## src/rtl/pmp_chk_pkg.sv

```systemverilog
package pmp_chk_pkg;
  localparam int CFG_W   = 8;
  localparam int BIT_R   = 0;
  localparam int BIT_W   = 1;
  localparam int BIT_X   = 2;
  localparam int BIT_L   = 7;
  localparam int MODE_LO = 3;

  typedef logic [2:0] perm_t;  // {X,W,R}

  localparam perm_t P_NONE = 3'b000;
  localparam perm_t P_R    = 3'b001;
  localparam perm_t P_RW   = 3'b011;
  localparam perm_t P_X    = 3'b100;
  localparam perm_t P_RX   = 3'b101;
  localparam perm_t P_RWX  = 3'b111;

  // idx = {L,R,W,X}
  function automatic perm_t lock_tbl_mach(input logic [3:0] idx);
    case (idx)
      4'd2, 4'd3, 4'd14: return P_RW;
      4'd9, 4'd10:       return P_X;
      4'd11, 4'd13:      return P_RX;
      4'd12, 4'd15:      return P_R;
      default:           return P_NONE;
    endcase
  endfunction

  function automatic perm_t lock_tbl_user(input logic [3:0] idx);
    case (idx)
      4'd1, 4'd10, 4'd11: return P_X;
      4'd2, 4'd4, 4'd15:  return P_R;
      4'd3, 4'd6:         return P_RW;
      4'd5:               return P_RX;
      4'd7:               return P_RWX;
      default:            return P_NONE;
    endcase
  endfunction
endpackage

```

## src/rtl/pmp_entry_match.sv

```systemverilog
module pmp_entry_match
  import pmp_chk_pkg::*;
#(
  parameter int AW = 32
) (
  input  logic [AW-1:0]    acc_lo_i,
  input  logic [AW-1:0]    acc_hi_i,
  input  logic [AW-1:0]    lo_i,
  input  logic [AW-1:0]    hi_i,
  input  logic [CFG_W-1:0] cfg_i,
  input  logic             mach_i,
  input  logic             lockdown_i,
  output logic             touch_o,
  output logic             part_o,
  output perm_t            set_o
);
  logic       first_in, last_in, active;
  logic [3:0] tbl_idx;
  perm_t      normal_set, table_set;

  assign active   = cfg_i[MODE_LO+1:MODE_LO] != 2'b00;
  assign first_in = (acc_lo_i >= lo_i) && (acc_lo_i <= hi_i);
  assign last_in  = (acc_hi_i >= lo_i) && (acc_hi_i <= hi_i);
  assign touch_o  = active && (first_in || last_in);
  assign part_o   = active && (first_in ^ last_in);

  assign tbl_idx    = {cfg_i[BIT_L], cfg_i[BIT_R], cfg_i[BIT_W], cfg_i[BIT_X]};
  assign table_set  = mach_i ? lock_tbl_mach(tbl_idx) : lock_tbl_user(tbl_idx);
  assign normal_set = (mach_i && !cfg_i[BIT_L]) ? P_RWX : cfg_i[2:0];

  always_comb begin
    if (part_o)          set_o = P_NONE;
    else if (lockdown_i) set_o = table_set;
    else                 set_o = normal_set;
  end

  // an inactive entry never claims the access
  always_comb begin
    if (!active) a_r13_off_silent: assert (!touch_o && !part_o);
  end
endmodule

```

## src/rtl/pmp_default_policy.sv

```systemverilog
module pmp_default_policy
  import pmp_chk_pkg::*;
(
  input  logic  mach_i,
  input  perm_t perm_req_i,
  input  logic  lockdown_i,
  input  logic  deny_default_i,
  output logic  ok_o,
  output perm_t set_o
);
  always_comb begin
    if (deny_default_i) begin
      ok_o  = 1'b0;
      set_o = P_NONE;
    end else if (lockdown_i) begin
      ok_o  = mach_i && !perm_req_i[BIT_X];
      set_o = ok_o ? P_RW : P_NONE;
    end else begin
      ok_o  = mach_i;
      set_o = mach_i ? P_RWX : P_NONE;
    end
  end
endmodule

```

## src/rtl/pmp_perm_check.sv

```systemverilog
module pmp_perm_check
  import pmp_chk_pkg::*;
#(
  parameter int AW         = 32,
  parameter int SIZE_W     = 4,
  parameter int N_ENTRY    = 4,
  parameter int WORD_BYTES = 4,
  localparam int CNT_W     = $clog2(N_ENTRY + 1)
) (
  input  logic                     clk_i,
  input  logic                     rst_ni,
  input  logic                     req_valid_i,
  input  logic [AW-1:0]            addr_i,
  input  logic [SIZE_W-1:0]        size_i,
  input  logic [2:0]               perm_req_i,
  input  logic                     mach_mode_i,
  input  logic [N_ENTRY*AW-1:0]    ent_lo_i,
  input  logic [N_ENTRY*AW-1:0]    ent_hi_i,
  input  logic [N_ENTRY*CFG_W-1:0] ent_cfg_i,
  input  logic [CNT_W-1:0]         rule_cnt_i,
  input  logic                     lockdown_i,
  input  logic                     deny_default_i,
  output logic                     done_o,
  output logic                     allow_o,
  output logic [2:0]               perm_ok_o
);
  logic [AW-1:0] eff_size, acc_hi;
  logic [N_ENTRY-1:0] touch, part;
  perm_t set_e [N_ENTRY];

  assign eff_size = (size_i == '0) ? AW'(WORD_BYTES) : AW'(size_i);
  assign acc_hi   = addr_i + eff_size - AW'(1);

  for (genvar g = 0; g < N_ENTRY; g++) begin : g_ent
    pmp_entry_match #(.AW(AW)) u_match (
      .acc_lo_i   (addr_i),
      .acc_hi_i   (acc_hi),
      .lo_i       (ent_lo_i[g*AW +: AW]),
      .hi_i       (ent_hi_i[g*AW +: AW]),
      .cfg_i      (ent_cfg_i[g*CFG_W +: CFG_W]),
      .mach_i     (mach_mode_i),
      .lockdown_i (lockdown_i),
      .touch_o    (touch[g]),
      .part_o     (part[g]),
      .set_o      (set_e[g])
    );
  end

  logic  hit, hit_part;
  perm_t hit_set;

  // scan high to low so the lowest index is the last to win
  always_comb begin
    hit      = 1'b0;
    hit_part = 1'b0;
    hit_set  = P_NONE;
    for (int i = N_ENTRY - 1; i >= 0; i--) begin
      if (touch[i]) begin
        hit      = 1'b1;
        hit_part = part[i];
        hit_set  = set_e[i];
      end
    end
  end

  logic  dflt_ok;
  perm_t dflt_set;

  pmp_default_policy u_dflt (
    .mach_i         (mach_mode_i),
    .perm_req_i     (perm_req_i),
    .lockdown_i     (lockdown_i),
    .deny_default_i (deny_default_i),
    .ok_o           (dflt_ok),
    .set_o          (dflt_set)
  );

  logic  use_dflt, allow_d;
  perm_t set_d;

  assign use_dflt = (rule_cnt_i == '0) || !hit;
  assign set_d    = use_dflt ? dflt_set : hit_set;
  assign allow_d  = use_dflt ? dflt_ok
                             : (!hit_part && ((perm_req_i & ~hit_set) == 3'b000));

  always_ff @(posedge clk_i or negedge rst_ni) begin
    if (!rst_ni) begin
      done_o    <= 1'b0;
      allow_o   <= 1'b0;
      perm_ok_o <= 3'b000;
    end else begin
      done_o <= req_valid_i;
      if (req_valid_i) begin
        allow_o   <= allow_d;
        perm_ok_o <= set_d;
      end
    end
  end

  a_r11_done_follows: assert property (@(posedge clk_i) disable iff (!rst_ni)
    req_valid_i |=> done_o);
  a_r11_done_pulse: assert property (@(posedge clk_i) disable iff (!rst_ni)
    !req_valid_i |=> !done_o);
  a_r11_hold: assert property (@(posedge clk_i) disable iff (!rst_ni)
    !req_valid_i |=> ($stable(allow_o) && $stable(perm_ok_o)));
  a_r3_allow_subset: assert property (@(posedge clk_i) disable iff (!rst_ni)
    req_valid_i |=> (!allow_o || (($past(perm_req_i) & ~perm_ok_o) == 3'b000)));
  a_r7_mmwp_deny: assert property (@(posedge clk_i) disable iff (!rst_ni)
    (req_valid_i && deny_default_i && rule_cnt_i == '0) |=> (!allow_o && perm_ok_o == 3'b000));
  a_r8_no_exec: assert property (@(posedge clk_i) disable iff (!rst_ni)
    (req_valid_i && lockdown_i && rule_cnt_i == '0 && perm_req_i[2]) |=> !allow_o);
endmodule

```

## config.mk

```make
export PLATFORM = sky130hd
export DESIGN_NAME = pmp_perm_check
export DESIGN_NICKNAME = d
export VERILOG_FILES = /design/src/rtl/pmp_chk_pkg.sv /design/src/rtl/pmp_entry_match.sv /design/src/rtl/pmp_default_policy.sv /design/src/rtl/pmp_perm_check.sv
export SDC_FILE = /design/constraint.sdc
export NUM_CORES = 1
export LEC_CHECK = 0
export BUFFER_PORTS_ARGS = -buffer_cell sky130_fd_sc_hd__buf_2
export CELL_PAD_IN_SITES_DETAIL_PLACEMENT = 1
export CELL_PAD_IN_SITES_GLOBAL_PLACEMENT = 2
export CORE_MARGIN = 4
export CORE_UTILIZATION = 30
export DETAILED_ROUTE_END_ITERATION = 12
export GPL_ROUTABILITY_DRIVEN = 0
export GPL_TIMING_DRIVEN = 0
export PLACE_DENSITY = 0.83
export SYNTH_ARGS = -nofsm -noshare
export SYNTH_HDL_FRONTEND = slang
export SYNTH_SLANG_ARGS = --single-unit
export TNS_END_PERCENT = 5
```

## constraint.sdc

```tcl
create_clock -name clk_i -period 1.12 [get_ports clk_i]
set_input_delay 0.056 -clock clk_i [delete_from_list [all_inputs] [get_ports clk_i]]
set_output_delay 0.056 -clock clk_i [all_outputs]
set_load 0.02 [all_outputs]
```

* Yosys cells after proc, flatten, opt, wreduce, memory -nomap -nowiden
Memories as Yosys holds them, arrays and structs flattened. Cells that the tools add are included. W data, S select, Z words.
Cells by class: $add $sub $neg 2, magnitude comparators 16, multiplexer cells 37, bitwise operators 6, reductions and logical operators 41
Operator list (count):
- $ge A32 B32 Y1 | 8
- $le A32 B32 Y1 | 8
- $mux W3 | 24
- $add A32 B4 Y32 | 1
- $sub A32 B1 Y32 const B | 1
- $logic_and A1 B1 Y1 | 22
- $mux W1 | 11
- $reduce_bool A2 Y1 | 4
- $logic_not A1 Y1 | 7
- $logic_not A3 Y1 | 2
- $logic_or A1 B1 Y1 | 5
- $logic_not A4 Y1 | 1
- $mux W4 | 1
- $xor A1 B1 Y1 | 4
- $and A3 B3 Y3 | 1
- $not A3 Y3 | 1
- $mux W2 | 1
Storage, ports and cells: bits in registers 5, ROM bits 384, bits of input ports 336, word-level logic and storage cells 113, memories 8
Memories:
- (no name shown) | words 16, width 3, read ports 1, clocked after Yosys merged registers in 0, write ports 0, line pmp_chk_pkg.sv:30 | case (idx)
- (no name shown) | words 16, width 3, read ports 1, clocked after Yosys merged registers in 0, write ports 0, line pmp_chk_pkg.sv:20 | case (idx)
- (no name shown) | words 16, width 3, read ports 1, clocked after Yosys merged registers in 0, write ports 0, line pmp_chk_pkg.sv:30
- (no name shown) | words 16, width 3, read ports 1, clocked after Yosys merged registers in 0, write ports 0, line pmp_chk_pkg.sv:20
- (no name shown) | words 16, width 3, read ports 1, clocked after Yosys merged registers in 0, write ports 0, line pmp_chk_pkg.sv:30
- (no name shown) | words 16, width 3, read ports 1, clocked after Yosys merged registers in 0, write ports 0, line pmp_chk_pkg.sv:20
- 2 more memories

* Longest topological paths before layout
Gate-level depths: netlist of the first run.
depth after elaboration 18, depth in mapped cells 29, depth with buffers taken out 29

* Modules after synthesis
From an unflattened synthesis of the first run, not the netlist that was laid out.
Unflattened totals: cell total of the unflattened synthesis 2057, area, all modules 14956.8 µm²
Modules (own cells, without submodules):
- pmp_entry_match (g_ent[0].u_match ...) | instances 3, cells an instance 421, area each 3105.5 µm², sequential area each 0.0 µm²
- pmp_entry_match (g_ent[2].u_match) | instances 1, cells an instance 421, area each 3113.0 µm², sequential area each 0.0 µm²
- pmp_perm_check | instances 1, cells an instance 368, area each 2486.1 µm², sequential area each 125.1 µm²
- pmp_default_policy | instances 1, cells an instance 5, area each 41.3 µm², sequential area each 0.0 µm²

* Least setup slack after synthesis of the first run
Ideal clock, no wire load.
path kind input to register, from in addr_i[0], to reg allow_o, setup time 0.086 ns, arrival 5.407 ns, required time 1.034 ns, setup slack -4.373 ns, stages 28, path buffers 0, cell sequence inv_1 ha_1 inv_1 ha_1 inv_1 fa_1 nor2b_1 o31a_1 o22ai_2 o211ai_2 o22ai_4 xnor2_1 ha_1 a2111oi_0 o21ai_0 a221o_1 a211oi_1 o311ai_1 o21a_1 a31o_1 ha_1 o21bai_1 nor2_1 nand2_1 nor3_1 nor4_1 a2111o_1 o221ai_2
On the way: longest elaborated chain between the ends 16
Ends and longest elaborated chain:
- from (decl) | line pmp_perm_check.sv:13 | input logic [AW-1:0] addr_i,
- $add A32 B4 Y32 | line pmp_perm_check.sv:32 | assign acc_hi = addr_i + eff_size - AW'(1);
- $sub A32 B1 Y32 | line pmp_perm_check.sv:32
- $ge A32 B32 Y1 or $le A32 B32 Y1 (tied branches) | line pmp_entry_match.sv:23 | assign last_in = (acc_hi_i >= lo_i) && (acc_hi_i <= hi_i);
- $logic_and A1 B1 Y1 | line pmp_entry_match.sv:23
- $xor A1 B1 Y1 | line pmp_entry_match.sv:25 | assign part_o = active && (first_in ^ last_in);
- $logic_and A1 B1 Y1 | line pmp_entry_match.sv:25
- $mux W3 | line pmp_entry_match.sv:32 | if (part_o) set_o = P_NONE;
- $mux W3 (4 in series) | line pmp_perm_check.sv:58 | if (touch[i]) begin
- $not A3 Y3 | line pmp_perm_check.sv:84 | : (!hit_part && ((perm_req_i & ~hit_set) == 3'b000));
- $and A3 B3 Y3 | line pmp_perm_check.sv:84
- $logic_not A3 Y1 | line pmp_perm_check.sv:84
- $logic_and A1 B1 Y1 | line pmp_perm_check.sv:84
- $mux W1 * | line pmp_perm_check.sv:83 | assign allow_d = use_dflt ? dflt_ok
- to (signal assigned) | line pmp_perm_check.sv:94 | allow_o <= allow_d;
- to (decl) | line pmp_perm_check.sv:24 | output logic allow_o,
Mark *: on every way between the ends. The rest lies on a longest branch, timed or not. A chain may end at the register's enable or synchronous reset.

* Worst setup path in the final report of the first run
from in size_i[1], to reg allow_o
On the way: longest elaborated chain between the ends 18
Ends and longest elaborated chain:
- from (decl) | line pmp_perm_check.sv:14 | input logic [SIZE_W-1:0] size_i,
- $logic_not A4 Y1 | line pmp_perm_check.sv:31 | assign eff_size = (size_i == '0) ? AW'(WORD_BYTES) : AW'(size_i);
- $mux W4 * | line pmp_perm_check.sv:31
- $add A32 B4 Y32 * | line pmp_perm_check.sv:32
- $sub A32 B1 Y32 * | line pmp_perm_check.sv:32
- $ge A32 B32 Y1 or $le A32 B32 Y1 (tied branches) | line pmp_entry_match.sv:23
- $logic_and A1 B1 Y1 | line pmp_entry_match.sv:23
- $xor A1 B1 Y1 | line pmp_entry_match.sv:25
- $logic_and A1 B1 Y1 | line pmp_entry_match.sv:25
- $mux W3 | line pmp_entry_match.sv:32
- $mux W3 (4 in series) | line pmp_perm_check.sv:58
- $not A3 Y3 | line pmp_perm_check.sv:84
- $and A3 B3 Y3 | line pmp_perm_check.sv:84
- $logic_not A3 Y1 | line pmp_perm_check.sv:84
- $logic_and A1 B1 Y1 | line pmp_perm_check.sv:84
- $mux W1 * | line pmp_perm_check.sv:83
Marks and branches as above.

==> out/qor.yml, run 1 <==
fp.coreArea_mm2: 0.04895
setup_viol: 4
cts-root-to-sink-buffers: 2
crit_family: "compound AO/OA/AOI/OAI gates"
async_flop_share: 1.000
period_minus_slack_ns: 5.752
status: "finished, violations left"
drv_cap: 0
grt_max_degree: 11
antenna_found_initial: 5
wl_mm: 69.39
synth_top_family_by_area: "adder cells"
finalHoldViolations: 0
violations: "negative setup slack"
cp-end-kind: "flop"
critical_path_peak_fanout: 8
num_io_pins: 341
synth.area.mux_share: 0.001434
clk-insertion-delay-late_ns: 0.23
place_ws_ns: -6.613
postRouteAntennaNets: 0
cts_htree_levels: 1
vias: 17030
root_buffer: "clkbuf_16"
finalCritPeriodShare: 5.136
grt.overflow.total: 0
wirelength_met1_mm: 30.54
clkSlewWorstSetupHoldPaths_ns: 0.03
die_y_um: 230.3
critical_path_buf_inv_count: 4
first_pass_iters: 5
dieArea_mm2: 0.05306
synth_xor_area_frac: 0.01417
slew_viol_final: 0
worstPathArrival_ns: 5.89
synthToLayoutAreaGrowth_pct: 30.20
ir_drop_mv: 0.4404
drive_above_1_share: 0.2389
numPortBuffers: 328
cts_tree: "yes"
multi_input_area_mm2: 0.01460
grt_pass1_wl_mm: 104.8
viasPerCell: 5.620
dieWidth_um: 230.3
syn_avg_cell_area_um2: 7.555
grt_usage: 0.2498
ys_ff_latch: 5
leakage_uw: 0.01028
critPathKind: "in2reg"
yosys.area_share.simple: 0.1632
routed.top_layer: "met5"
syn-num-nets: 2850
first_global_vias: 18430
seq_area_um2: 125.1
rr_startpoint: "allow_o$_DFFE_PN0P_"
start_util: 0.3030
maxClockFrequency_ghz: 0.1739
nFillCells: 5998
required_ns: 1.26
ys_seq_area_frac: 0.008437
drc: 0
grt_setup_unrepaired: "yes"
critPathLaunch: "size_i[1]"
cts_sinks: 5
nets: 3253
synth-main-ff-cell: "dfrtp_1"
synth.distinct_cells: 79
cts_buffers: 3
synthAdderAreaFrac: 0.4654
power.density_mw_per_mm2: 805.3
drtIter0Drc: 925
worst_slack_ns: -4.632
rows: 81
slowest_stage: "or4_4"
wl_met3_mm: 2.992
ys_warn_count: 0
synth_cells: 1963
hold_class: "in2async"
startpoint_type: "primary input"
wire_per_inst_um: 22.89
synth_edf_count: 0
crit_path_max_incr_delay_ns: 0.59
relSlewSlack: 0.1785
wl_met2_mm: 32.67
hpwl_mm: 57.95
synth-compound-area-share: 0.2609
whs_ns: 0.1816
syn_area_mm2: 0.01483
worst_slew_pin_slew_ns: 1.219
finClkSkew_ns: 0
[what timing repair did]
item	4_1_cts	5_1_grt
pin swaps	74	36
resized for setup	192	32
hold endpoints to repair	6	0
setup buffers	61	7
endpoints found under the setup margin	4	4
hold buffers	2	0
[layout by cell type (no fill, tap or decap), types with 7 or more instances in the layout]
| cell | count |
|---|---|
| ha_4 | 20 |
| and3_1 | 9 |
| o31ai_1 | 9 |
| o21a_1 | 16 |
| nand3_1 | 49 |
| ha_1 | 526 |
| nor2_1 | 79 |
| o21ai_0 | 101 |
| a21oi_2 | 8 |
| nor4_1 | 20 |
| o21bai_1 | 13 |
| nor2b_1 | 25 |
| clkbuf_4 | 9 |
| o2111ai_1 | 9 |
| a2111oi_0 | 12 |
| a21oi_1 | 145 |
| nand2b_1 | 21 |
| a221oi_1 | 9 |
| xnor2_4 | 10 |
| o211ai_1 | 33 |
| buf_6 | 16 |
| a21o_1 | 96 |
| a211oi_1 | 30 |
| a31oi_1 | 8 |
| buf_4 | 67 |
| nor3_1 | 30 |
| buf_2 | 311 |
| nand2_1 | 82 |
| nand4_1 | 88 |
| or3_1 | 7 |
| inv_1 | 302 |
[per-layer routing]
metal	vias to the layer above	global-route usage
met5	-	0
met4	4	0.09130
met3	132	0.02135
met2	477	0.4388
met1	8238	0.3185
li1	8182	-
[registers in the layout, indices dropped and copies added, names as in the netlist]
signal and cells:
allow_o 1, perm_ok_o 3, done_o 1
[cell type report]
class,count,area share
timing repair buffer,398,0.1224
tap,664,0.04302
antenna,2,0.0002592
buffer,18,0.005896
sequential,5,0.006480
clock buffer,4,0.004082
multi-input combinational,1627,0.7560
inverter,313,0.06182
[stage by stage]
step	power, uW	util	setup TNS (ns)	cell area (um^2)	std cells
4_1_cts	15160	0.3908	-18.16	19130	3022
3_3_place_gp	11860	0.3557	-25.97	17410	2955
2_1_floorplan	8018	-	-16.07	14940	1963
6_report	15550	0.3945	-18.32	19310	3031
3_5_place_dp	12480	0.3557	-26.17	17410	2955
5_1_grt	17100	0.3944	-19.36	19300	3029
[cells by family after synthesis]
logic type	Yosys count
buffers and inverters	331
AO/OA/AOI/OAI	582
flip-flops	5
adder cells (fa/ha/maj)	551
multiplexers	2
XOR/XNOR	24
AND/OR/NAND/NOR	468
[Yosys cell counts, drive strengths merged, types with 5 or more instances]
cell / n / share of area
o22ai: 9 / 0.0056
or3: 7 / 0.0030
and3: 9 / 0.0038
inv: 313 / 0.079
a31oi: 9 / 0.0038
a211o: 7 / 0.0041
nor3: 38 / 0.013
or4: 5 / 0.0028
a21oi: 156 / 0.053
o31ai: 9 / 0.0046
a21o: 96 / 0.049
nor2: 83 / 0.021
nor4: 26 / 0.011
o211ai: 34 / 0.018
nand3: 52 / 0.018
and2: 8 / 0.0034
nand4: 88 / 0.037
ha: 550 / 0.46
nand2: 87 / 0.022
o21bai: 16 / 0.0081
xor2: 10 / 0.0059
o2111ai: 10 / 0.0059
nor2b: 27 / 0.011
a2111oi: 21 / 0.013
a221oi: 10 / 0.0059
or2: 6 / 0.0025
xnor2: 14 / 0.0083
o21ai: 111 / 0.037
o21a: 16 / 0.0081
a211oi: 35 / 0.018
buf: 14 / 0.0061
nand2b: 21 / 0.0089
dfrtp: 5 / 0.0084
[power breakdown]
part	leakage (uW)	total [uW]	internal, uW	switching (uW)
Clock	0.0000382	591	472	119
Combinational	0.0102	14700	6200	8470
Sequential	0.0000619	281	245	36.4
Total	0.0103	15500	6920	8630
[final timing paths]
kind / cells past startpoint / end / slack [ns]
min: 2 / done_o$_DFF_PN0_ / 0.18
min in group clk_i: 3 / allow_o$_DFFE_PN0P_ / 0.20
min reg2reg: 2 / perm_ok_o[2]$_DFFE_PN0P_ / 0.52
max in group asynchronous: 2 / allow_o$_DFFE_PN0P_ / 0.80
max: 28 / allow_o$_DFFE_PN0P_ / -4.63
max reg2reg: 3 / allow_o$_DFFE_PN0P_ / 0.07
Power figures use the tool's default switching activity.
==> run 2: changes to the inputs <==
--- a/config.mk
+++ b/config.mk
@@ -14,6 +14,7 @@
 export GPL_ROUTABILITY_DRIVEN = 0
 export GPL_TIMING_DRIVEN = 0
 export PLACE_DENSITY = 0.83
+export SKIP_LAST_GASP = 1
 export SYNTH_ARGS = -nofsm -noshare
 export SYNTH_HDL_FRONTEND = slang
 export SYNTH_SLANG_ARGS = --single-unit
==> out/qor.yml, run 2 (synthesis gave the netlist of run 1 again) <==
largestRegisters: "perm_ok_o x3, allow_o x1, done_o x1"
finalHoldViolations: 0
largest_reg_flops: 3
hpwl_mm: 57.95
drv_cap: 0
critPathKind: "in2reg"
grt.overflow.total: 0
rows: 81
largest-register: "perm_ok_o"
required_ns: 1.21
drtIter0Drc: 934
wl_mm: 69.34
numPortBuffers: 328
vias: 16990
cts_htree_levels: 1
setup_viol: 4
drive_above_1_share: 0.2355
leakage_uw: 0.01024
finalPower_uw: 15390
finClkSkew_ns: 0
first_pass_iters: 5
critical_path_buf_inv_count: 7
layout_commonest_cell: "ha_1"
worst_slack_ns: -4.623
worstPathArrival_ns: 5.84
crit_path_max_incr_delay_ns: 0.51
die_y_um: 230.3
root_buffer: "clkbuf_16"
viasPerCell: 5.613
dieWidth_um: 230.3
p_sw_frac: 0.5559
internal_power_uw: 6836
seq_power_share: 0.018
crit_family: "compound AO/OA/AOI/OAI gates"
startpoint_type: "primary input"
multi_input_area_mm2: 0.01455
nets: 3249
cts_tree: "yes"
synthToLayoutAreaGrowth_pct: 29.49
start_util: 0.3030
drc: 0
relSlewSlack: 0.1702
finalCritPeriodShare: 5.127
status: "finished, violations left"
grt_max_degree: 11
cts_sinks: 5
critical_path_peak_fanout: 10
wire_per_inst_um: 22.91
grt_setup_unrepaired: "yes"
grt_pass1_wl_mm: 104.9
layout_common_cells: "526 x ha_1, 314 x buf_2, 302 x inv_1, 146 x a21oi_1, 101 x o21ai_0"
first_global_vias: 18440
place_ws_ns: -6.613
violations: "negative setup slack"
grt_usage: 0.2500
cp-end-kind: "flop"
p_sw_uw: 8557
clkSlewWorstSetupHoldPaths_ns: 0.03
nFillCells: 6003
antenna_found_initial: 5
pwr-share-clk: 0.038
r2r_setup_slack_ns: 0.07
seq_area_um2: 125.1
power_frac_comb: 0.944
hold_class: "in2async"
period_minus_slack_ns: 5.743
cpMostUsedCell: "buf_4"
worst_slew_pin_slew_ns: 1.232
num_io_pins: 341
postRouteAntennaNets: 0
dieArea_mm2: 0.05306
slew_viol_final: 0
slowest_stage: "or4_1"
clk-insertion-delay-late_ns: 0.22
cts_buffers: 3
maxClockFrequency_ghz: 0.1741
fp.coreArea_mm2: 0.04895
ir_drop_mv: 0.3882
cts-root-to-sink-buffers: 2
power.density_mw_per_mm2: 801.6
## run 2: worst paths after layout
check	to	startpoint	cells after the start
worst max-delay path	perm_ok_o[2]$_DFFE_PN0P_	addr_i[8]	30
worst min-delay path	done_o$_DFF_PN0_	rst_ni	2
worst max register to register	allow_o$_DFFE_PN0P_	allow_o$_DFFE_PN0P_	3
worst min register to register	perm_ok_o[2]$_DFFE_PN0P_	perm_ok_o[2]$_DFFE_PN0P_	2
max in group asynchronous	allow_o$_DFFE_PN0P_	rst_ni	2
min in group clk_i	allow_o$_DFFE_PN0P_	perm_req_i[2]	3
## run 2: worst reg2reg max path, stage by stage, from the launching register on
cell and delay [ns]:
dfrtp_1 0.37, nor2_1 0.06, a2111o_1 0.41, o221ai_2 0.13
## run 2: power by group through the flow
stage               logic [uW]  clock network, uW  registers [uW]
floorplan                 7660                  0             359
global placement         11600                  0             278
detailed placement       12200                  0             283
CTS                      14200                596             283
global route             16100                619             288
finish                   14500                586             281
## run 2: routing by layer
metal  global-route usage  up-vias  wire, um
met4              0.09149        4      3089
met1               0.3185     8207     30560
met5                    0        -        19
met3              0.02135      131      3010
met2               0.4397      472     32660
li1                     -     8177         -
## run 2: final cells by class
class	instances	area share
Antenna cell	2	0.0002606
Clock buffer	4	0.004105
Buffer	18	0.005799
Tap cell	664	0.04326
Multi-Input combinational cell	1627	0.7575
Timing Repair Buffer	394	0.1207
Sequential cell	5	0.006516
Inverter	313	0.06190
## run 2: what timing repair did
item | CTS | global route
hold buffers | 2 | 0
gates cloned | 0 | 0
hold endpoints to repair | 6 | 0
gates resized for setup | 190 | 18
setup buffers | 61 | 3
pin swaps | 73 | 18
endpoints found under the setup margin | 4 | 4
## run 2: stage by stage
step	cell area (um^2)	hold WS, ns	cells	TNS (ns)	utilization
after floorplan	14940	-0.2396	1963	-16.07	-
after detailed placement	17410	-0.1181	2955	-26.17	0.3557
after global routing	19200	0.2045	3025	-19.40	0.3922
after global placement	17410	-0.1207	2955	-25.97	0.3557
after CTS	19110	0.1866	3022	-18.25	0.3903
final	19200	0.1814	3027	-18.40	0.3923
==> run 3: changes to the inputs <==
--- a/config.mk
+++ b/config.mk
@@ -6,14 +6,15 @@
 export NUM_CORES = 1
 export LEC_CHECK = 0
 export BUFFER_PORTS_ARGS = -buffer_cell sky130_fd_sc_hd__buf_2
+export CAP_MARGIN = 20
 export CELL_PAD_IN_SITES_DETAIL_PLACEMENT = 1
 export CELL_PAD_IN_SITES_GLOBAL_PLACEMENT = 2
 export CORE_MARGIN = 4
-export CORE_UTILIZATION = 30
+export CORE_UTILIZATION = 32
 export DETAILED_ROUTE_END_ITERATION = 12
 export GPL_ROUTABILITY_DRIVEN = 0
 export GPL_TIMING_DRIVEN = 0
-export PLACE_DENSITY = 0.83
+export PLACE_DENSITY = 0.88
 export SKIP_LAST_GASP = 1
 export SYNTH_ARGS = -nofsm -noshare
 export SYNTH_HDL_FRONTEND = slang
==> out/qor.yml, run 3 (synthesis gave the netlist of run 1 again) <==
worst_slack_ns: -4.707
internal_power_uw: 6877
maxClockFrequency_ghz: 0.1716
period_minus_slack_ns: 5.827
layout_common_cells: "530 x ha_1, 319 x buf_2, 302 x inv_1, 145 x a21oi_1, 100 x o21ai_0"
drive_above_1_share: 0.2380
cts_buffers: 3
cp-end-kind: "flop"
hold_class: "in2async"
vias: 17210
worstPathArrival_ns: 5.92
antenna_found_initial: 3
largest_reg_flops: 3
critical_path_peak_fanout: 5
root_buffer: "clkbuf_16"
cts_sinks: 5
largest-register: "perm_ok_o"
finClkSkew_ns: 0
dieArea_mm2: 0.04985
grt_pass1_wl_mm: 102.8
critPathKind: "in2reg"
required_ns: 1.21
worst_slew_pin_slew_ns: 1.314
hpwl_mm: 57.66
postRouteAntennaNets: 0
status: "finished, violations left"
power_frac_comb: 0.943
grt.overflow.total: 0
num_io_pins: 341
viasPerCell: 5.800
violations: "negative setup slack"
die_y_um: 223.3
slowest_stage: "or4_4"
stdcell_count: 2967
largestRegisters: "perm_ok_o x3, allow_o x1, done_o x1"
grt_setup_unrepaired: "yes"
drv_cap: 0
cts_htree_levels: 1
relSlewSlack: 0.1158
fp.coreArea_mm2: 0.04558
grt_usage: 0.2579
place_inst: 2896
wl_mm: 68.59
startpoint_type: "primary input"
rows: 78
nets: 3254
slew_viol_final: 0
finalHoldViolations: 0
power.density_mw_per_mm2: 809.0
drtIter0Drc: 1077
wire_per_inst_um: 23.12
finalCritPeriodShare: 5.203
numPortBuffers: 328
ir_drop_mv: 0.5067
seq_power_share: 0.018
grt_max_degree: 11
whs_ns: 0.1925
crit_path_max_incr_delay_ns: 0.52
clkSlewWorstSetupHoldPaths_ns: 0.04
cts-root-to-sink-buffers: 2
leakage_uw: 0.01026
start_util: 0.3254
dieWidth_um: 223.3
layout_commonest_cell: "ha_1"
first_global_vias: 18410
drc: 0
setup_viol: 4
synthToLayoutAreaGrowth_pct: 28.84
cpMostUsedCell: "ha_4"
p_sw_uw: 8581
p_sw_frac: 0.5551
setup_tns_ns: -18.73
place_ws_ns: -6.594
first_pass_iters: 5
clk-insertion-delay-late_ns: 0.23
cts_tree: "yes"
pwr-share-clk: 0.038
## run 3: cell count changes in the layout (fill, tap and decap cells not counted), sizes merged
cell    before  now
clkbuf      15   17
buf        399  402
diode        2    1
## run 3: worst paths after layout
path,startpoint,endpoint,slack [ns],cells past startpoint
setup / recovery,size_i[1],allow_o$_DFFE_PN0P_,-4.71,30
hold / removal,rst_ni,perm_ok_o[2]$_DFFE_PN0P_,0.19,2
setup reg to reg,allow_o$_DFFE_PN0P_,allow_o$_DFFE_PN0P_,0.09,3
min in group clk_i,perm_req_i[2],allow_o$_DFFE_PN0P_,0.20,3
hold reg to reg,perm_ok_o[2]$_DFFE_PN0P_,perm_ok_o[2]$_DFFE_PN0P_,0.52,2
max in group asynchronous,rst_ni,perm_ok_o[1]$_DFFE_PN0P_,0.79,2
## run 3: critical path: cells and delay by family
family,cells,cell delay [ns]
buffers and inverters,6,0.55
AND/OR/NAND/NOR,5,1.00
multiplexers,1,0.33
adder cells (fa/ha/maj),5,1.04
AO/OA/AOI/OAI,13,2.93
## run 3: layout make-up
type | count | area [um^2]
fillers | 5662 | 26470
diodes | 1 | 2.502
well taps | 600 | 750.7
clock buffers | 4 | 78.83
multi-input cells | 1627 | 14500
inverters | 313 | 1196
plain buffers | 18 | 106.4
repair buffers | 399 | 2345
flip-flops and latches | 5 | 125.1
## run 3: per-layer routing
| metal | track usage | vias to the layer above | part of all wire |
|---|---|---|---|
| met5 | 0 | - | 0.00017 |
| met4 | 0.1048 | 2 | 0.052 |
| met3 | 0.01737 | 158 | 0.047 |
| met2 | 0.4478 | 553 | 0.47 |
| met1 | 0.3318 | 8303 | 0.44 |
| li1 | - | 8192 | - |
## run 3: metrics by stage
stage          total power [uW]  instance area (um^2)    util
3_5_place_dp              12500                 17370  0.3812
5_1_grt                   16960                 19110  0.4192
6_report                  15460                 19110  0.4193
4_1_cts                   14610                 18620  0.4086
3_3_place_gp              11700                 17330  0.3803
2_1_floorplan              8018                 14940       -
## run 3: power by group through the flow
| stage | combinational [uW] | sequential, uW | clock [uW] |
|---|---|---|---|
| after detailed placement | 12200 | 282 | 0 |
| final | 14600 | 279 | 594 |
| after global placement | 11400 | 277 | 0 |
| after floorplan | 7660 | 359 | 0 |
| after CTS | 13700 | 280 | 601 |
| after global routing | 16100 | 292 | 617 |
## run 3: what timing repair did
action / 4_1_cts / 5_1_grt
endpoints found under the setup margin: 4 / 4
pin swaps: 56 / 52
resized for setup: 146 / 63
endpoints found under the hold margin: 6 / 0
hold buffers: 2 / 0
setup buffers: 46 / 17
